<file path="src/rtl/adc_ring_pkg.sv">
package adc_ring_pkg;
  // Strobes sent from the pacing control to the capture datapath.
  typedef struct packed {
    logic capture;  // a pending conversion completed this cycle
    logic miss;     // a tick arrived with a conversion still outstanding
  } strobe_t;
endpackage

</file>
<file path="src/rtl/adc_ring_ctrl.sv">
module adc_ring_ctrl
  import adc_ring_pkg::*;
#(
  parameter int CNT_W      = 16,
  parameter int RELOAD_RST = 4847
) (
  input  logic             clk,
  input  logic             rstN,
  input  logic             reloadWe,
  input  logic [CNT_W-1:0] reloadIn,
  input  logic             adcEoc,
  output logic             convStart,
  output strobe_t          strobe,
  output logic             eocMissed
);
  localparam logic [CNT_W-1:0] RELOAD_INIT = CNT_W'(RELOAD_RST);

  logic [CNT_W-1:0] reloadReg;
  logic [CNT_W-1:0] divCnt;
  logic             pending;
  logic             tick;

  assign tick      = (divCnt == reloadReg);
  assign convStart = tick;

  always_comb begin
    strobe.capture = pending & adcEoc;
    strobe.miss    = pending & ~adcEoc & tick;
  end

  // Divider: counts 0..reloadReg, restarts on a reload write.
  always_ff @(posedge clk) begin
    if (!rstN) begin
      reloadReg <= RELOAD_INIT;
      divCnt    <= '0;
    end else if (reloadWe) begin
      reloadReg <= reloadIn;
      divCnt    <= '0;
    end else begin
      divCnt <= tick ? '0 : divCnt + 1'b1;
    end
  end

  // Conversion bookkeeping: a tick opens a conversion, EOC closes it.
  always_ff @(posedge clk) begin
    if (!rstN) begin
      pending   <= 1'b0;
      eocMissed <= 1'b0;
    end else begin
      if (tick)                pending <= 1'b1;
      else if (strobe.capture) pending <= 1'b0;
      if (strobe.miss)         eocMissed <= 1'b1;
    end
  end
endmodule

</file>
<file path="src/rtl/adc_ring_dp.sv">
module adc_ring_dp
  import adc_ring_pkg::*;
#(
  parameter int ADC_W    = 12,
  parameter int SAMPLE_W = 16,
  parameter int DEPTH    = 256,
  parameter int BLOCK    = 64
) (
  input  logic                clk,
  input  logic                rstN,
  input  strobe_t             strobe,
  input  logic [ADC_W-1:0]    adcData,
  input  logic                rdReq,
  output logic [SAMPLE_W-1:0] rdData,
  output logic                rdEmpty,
  output logic                blockReady,
  output logic                overrun
);
  localparam int AW    = $clog2(DEPTH);
  localparam int BW    = $clog2(BLOCK);
  localparam int EXT_W = SAMPLE_W - ADC_W;
  localparam logic [BW-1:0] BLK_LAST = BW'(BLOCK - 1);

  logic [SAMPLE_W-1:0] mem [DEPTH];
  logic [AW:0]         wrPtr, rdPtr;
  logic [BW-1:0]       blkCnt;
  logic [SAMPLE_W-1:0] sampleIn;
  logic                full, doWrite, doRead;

  // Offset binary to two's complement: flip the MSB, extend the new sign.
  assign sampleIn = {{EXT_W{~adcData[ADC_W-1]}}, ~adcData[ADC_W-1], adcData[ADC_W-2:0]};

  assign rdEmpty = (wrPtr == rdPtr);
  assign full    = (wrPtr[AW] != rdPtr[AW]) && (wrPtr[AW-1:0] == rdPtr[AW-1:0]);
  assign doWrite = strobe.capture & ~full;
  assign doRead  = rdReq & ~rdEmpty;
  assign rdData  = mem[rdPtr[AW-1:0]];

  always_ff @(posedge clk) begin
    if (doWrite) mem[wrPtr[AW-1:0]] <= sampleIn;
  end

  always_ff @(posedge clk) begin
    if (!rstN) begin
      wrPtr      <= '0;
      rdPtr      <= '0;
      blkCnt     <= '0;
      blockReady <= 1'b0;
      overrun    <= 1'b0;
    end else begin
      if (doWrite) begin
        wrPtr  <= wrPtr + 1'b1;
        blkCnt <= blkCnt + 1'b1;
      end
      if (doRead) rdPtr <= rdPtr + 1'b1;
      blockReady <= doWrite && (blkCnt == BLK_LAST);
      if (strobe.capture && full) overrun <= 1'b1;
    end
  end
endmodule

</file>
<file path="src/rtl/adc_ring_sampler.sv">
module adc_ring_sampler
  import adc_ring_pkg::*;
#(
  parameter int CNT_W      = 16,
  parameter int RELOAD_RST = 4847,
  parameter int ADC_W      = 12,
  parameter int SAMPLE_W   = 16,
  parameter int DEPTH      = 256,
  parameter int BLOCK      = 64
) (
  input  logic                clk,
  input  logic                rstN,
  input  logic                reloadWe,
  input  logic [CNT_W-1:0]    reloadIn,
  input  logic                adcEoc,
  input  logic [ADC_W-1:0]    adcData,
  input  logic                rdReq,
  output logic                convStart,
  output logic [SAMPLE_W-1:0] rdData,
  output logic                rdEmpty,
  output logic                blockReady,
  output logic                overrun,
  output logic                eocMissed
);
  strobe_t strobe;

  adc_ring_ctrl #(.CNT_W(CNT_W), .RELOAD_RST(RELOAD_RST)) u_ctrl (
    .clk(clk), .rstN(rstN), .reloadWe(reloadWe), .reloadIn(reloadIn),
    .adcEoc(adcEoc), .convStart(convStart), .strobe(strobe), .eocMissed(eocMissed)
  );

  adc_ring_dp #(.ADC_W(ADC_W), .SAMPLE_W(SAMPLE_W), .DEPTH(DEPTH), .BLOCK(BLOCK)) u_dp (
    .clk(clk), .rstN(rstN), .strobe(strobe), .adcData(adcData), .rdReq(rdReq),
    .rdData(rdData), .rdEmpty(rdEmpty), .blockReady(blockReady), .overrun(overrun)
  );
endmodule

</file>
<file path="config.mk">
export PLATFORM = sky130hd
export DESIGN_NAME = adc_ring_sampler
export DESIGN_NICKNAME = d
export VERILOG_FILES = /design/src/rtl/adc_ring_pkg.sv /design/src/rtl/adc_ring_ctrl.sv /design/src/rtl/adc_ring_dp.sv /design/src/rtl/adc_ring_sampler.sv
export SDC_FILE = /design/constraint.sdc
export NUM_CORES = 2
export LEC_CHECK = 0
export BUFFER_PORTS_ARGS = -buffer_cell sky130_fd_sc_hd__buf_4
export CAP_MARGIN = 5
export CORE_UTILIZATION = 46
export CTS_CLUSTER_DIAMETER = 120
export DETAILED_ROUTE_END_ITERATION = 10
export SYNTH_ARGS = -nofsm -noshare
export SYNTH_HDL_FRONTEND = slang
export SYNTH_SLANG_ARGS = --single-unit
</file>
<file path="constraint.sdc">
create_clock -name clk -period 4.6 [get_ports clk]
set_input_delay 1.38 -clock clk [delete_from_list [all_inputs] [get_ports clk]]
set_output_delay 1.38 -clock clk [all_outputs]
set_load 0.02 [all_outputs]
</file>
==> run summary <==
Outcome: finished, violations left
Violated checks: negative setup slack
Fin nets: 6743
Clock skew: 0.0835 ns
Synth Area in Compound Gates: 3.49%
Ys flop type: edfxtp_1
Fmax: 181 MHz
Top Layer Used: met4
Final worst path period share: 120%
Netlist cell types: 61
Sink Count: 3140
Setup violation total in the final timing report: 16
Gpl congestion: 0.843
CORE AREA: 263000 sq um
CTS max path bufs: 4
IO Port Bufs: 53
Slew headroom: 12.0%
Max Slew Vio Count: 0
Largest family of logic cells by synthesized area: multiplexers
Power Dens Cells: 399 nW/um^2
DP HPWL: 197000 microns
Arrival time worst endpoint: 4.15 ns
Mean Syn Cell Area: 21.0 sq um
Post-route ant nets: 0
Net Sw Frac: 19.4%
Per-cell routed wire length: 31.3 microns
Num CTS Buffers: 338
Die boundary width: 516 microns
Worst-path cell chain: buf_12 -> buf_12 -> buf_16 -> buf_4 -> mux2i_1 -> o221ai_1 -> o22ai_1 -> nor3_1 -> buf_4 -> nor4_1 -> buf_4 -> nor4_4 -> buf_4
WL final: 328000 microns
CTS tree: built
Most common cell after layout, fill and taps aside: edfxtp_1
Max IR drop VDD: 0.413 mV
Max Cap Viol: 0
CTS HTree Levels: 5
Slowest stage delay, CP: 0.56 ns
Final Hold Fails: 0
Metal3 WL: 24800 microns
Post-route design area: 146000 sq um
P_int: 47000 uW
Syn Inst Count: 5794
Setup TNS: -12.90 ns
Worst EP required: 3.22 ns
Top cell by count, worst path: buf_4
Layout area overhead: 19.9%
Post-synth EDFFs: 3072
Via count: 63.2k
Combinational share of power: 1.0%
Global-route wire length before repair: 462000 microns
Simple-gate share of the synthesized area: 2.29%
Post-synthesis mux area share: 15.0%
Root buffer cell: clkbuf_16
Layout Utilization: 55.6%
Via density: 6.04
Fin crit period: 5.53 ns
Synth Area in XOR/XNOR: 0.403%
Post-synth net total: 5834
Initial antenna violation count: 7
WL met2: 157000 microns
Die Span Y: 516 microns
Final hold slack: 0.474 ns
Worst-Skew Late Latency: 0.95 ns
# IOs: 54
Least-Margin Pin Slew: 1.32 ns
Starting density of the core: 46.3%
Seq cells post-synth: 3140
Row count: 188
Psw: 11300 uW
Yosys warning count: 0
Most frequent cells in the layout: edfxtp_1, buf_4, mux4_2
Total power: 58300 uW
GRT Util Overall: 24.3%
Vias in the first global route: 62.7k
Leakage: 0.0451 uW
Worst Setup End Kind: output port
Clock transition at path regs: 0.06 ns
Share of cells above drive strength 1: 32.9%
Sequential share of power: 53.9%
Area share of fa/ha/maj cells after synthesis: 0.0720%
Drc violations: 0
Mapped cell area: 122000 sq um
RSZ-0062 raised after global routing: true
Pre-antenna DRT Iters: 6
Crit path kind: register to output port
Register area share after synthesis: 76.9%
Grt total ovfl: 0
Clk pwr share: 45.1%
Fillers: 19.6k
Die ar.: 267000 sq um
Wl on met1: 135000 microns
Synth async-reset ratio: 0%
Slowest-stage cell, CP: nor4_4
CP Max Fanout: 8
Post-Place Cell Area: 131000 sq um
CP Launch Type: register
CP bufs+invs: 7
Initial drt markers: 7017
Fin worst setup slack: -0.928 ns
Largest net degree at the start of global routing: 153
Delay-heaviest family, CP: buffers and inverters
HP Class: register to register
==> routing by layer <==
layer,vias to the layer above,track usage [%]
met3,514,4.07
met4,0,7.44
met2,2781,38.6
met5,-,0
li1,26165,-
met1,33703,34.7
==> sequential cells by signal (all words and copies together) (netlist names), named ones only <==
| name | cells |
|---|---|
| u_dp.overrun | 1 |
| u_dp.blkCnt | 6 |
| u_dp.mem | 3072 |
| u_ctrl.pending | 1 |
| u_ctrl.divCnt | 16 |
| u_dp.rdPtr | 9 |
| u_dp.wrPtr | 9 |
| u_ctrl.eocMissed | 1 |
| u_dp.blockReady | 1 |
| u_ctrl.reloadReg | 16 |
==> worst reg2reg max path, stage by stage (launching register included) <==
cell and delay, ns:
dfxtp_1 0.60, xnor2_1 0.16, and4_1 0.26, a31oi_4 0.53, nand3_2 0.53, buf_4 0.42
nor2_1 0.16, buf_4 0.32
==> cells by family after synthesis <==
family | after synthesis
buffers and inverters | 372
muxes | 1035
and+or+nand+nor | 601
DFF | 3140
AOI/OAI and AO/OA | 583
adders and majority gates | 7
xor gates and xnor gates | 56
==> power by group through the flow <==
stage          logic, uW  clock network (uW)  registers, uW
6_report             600               26300          31400
3_5_place_dp         611                   0          32000
2_1_floorplan       48.7                   0          32000
5_1_grt              641               27700          31400
4_1_cts              608               26700          31400
3_3_place_gp         576                   0          32000
==> timing repair <==
action                                  in CTS  in global routing
gates cloned                                14                  9
pin swaps                                   51                 65
hold buffers                                 0                  0
resized for setup                          280                208
setup buffers                               68                 81
endpoints found under the setup margin      16                 16
==> synthesized netlist by cell type (all sizes together) (19+ instances only) <==
cell	n	area, sq um
nor2	284	1070
a221oi	41	359
o221ai	135	1180
a211oi	62	465
dfxtp	68	1360
o21ai	23	115
a22oi	38	285
nand4	19	119
nand2	63	236
mux2i	402	4020
nor3	60	300
a22o	26	228
edfxtp	3072	92200
o22ai	82	513
a21oi	106	531
clkbuf	168	631
nand3	46	230
buf	193	1610
and2	27	169
xnor2	43	377
nor2b	39	244
o211ai	19	143
nor4	30	188
mux4	623	14100
==> final timing paths <==
| path | startpoint | to | slack (ns) | depth (start not counted) |
|---|---|---|---|---|
| setup / recovery | register | rdData[2] | -0.93 | 13 |
| hold reg to reg | u_dp.blkCnt[5]$_SDFFE_PN0P_ | u_dp.blockReady$_SDFF_PN0_ | 0.47 | 2 |
| setup reg to reg | u_dp.wrPtr[5]$_SDFFE_PN0P_ | u_dp.mem[128][10]$_DFFE_PP_ | 1.25 | 7 |
| hold / removal | u_dp.blkCnt[5]$_SDFFE_PN0P_ | u_dp.blockReady$_SDFF_PN0_ | 0.47 | 2 |
==> through the flow <==
stage / cells / worst slack [ns]
CTS: 10385 / -0.997
global route: 10463 / -1.00
detailed placement: 9720 / -1.11
global placement: 9719 / -1.39
floorplan: 5794 / 0.272
finish: 10465 / -0.928
==> layout make-up <==
cell class / instances / area, sq um / share of cell area [%]
Multi-Input combinational cell: 2282 / 27800 / 19.1
Inverter: 11 / 52.6 / 0.0360
Antenna cell: 3 / 7.51 / 0.00514
Clock inverter: 179 / 1740 / 1.19
Timing Repair Buffer: 930 / 9430 / 6.46
Tap cell: 3515 / 4400 / 3.01
Clock buffer: 405 / 8870 / 6.08
Sequential cell: 3140 / 93600 / 64.1
(Power assumes the default switching activity.)
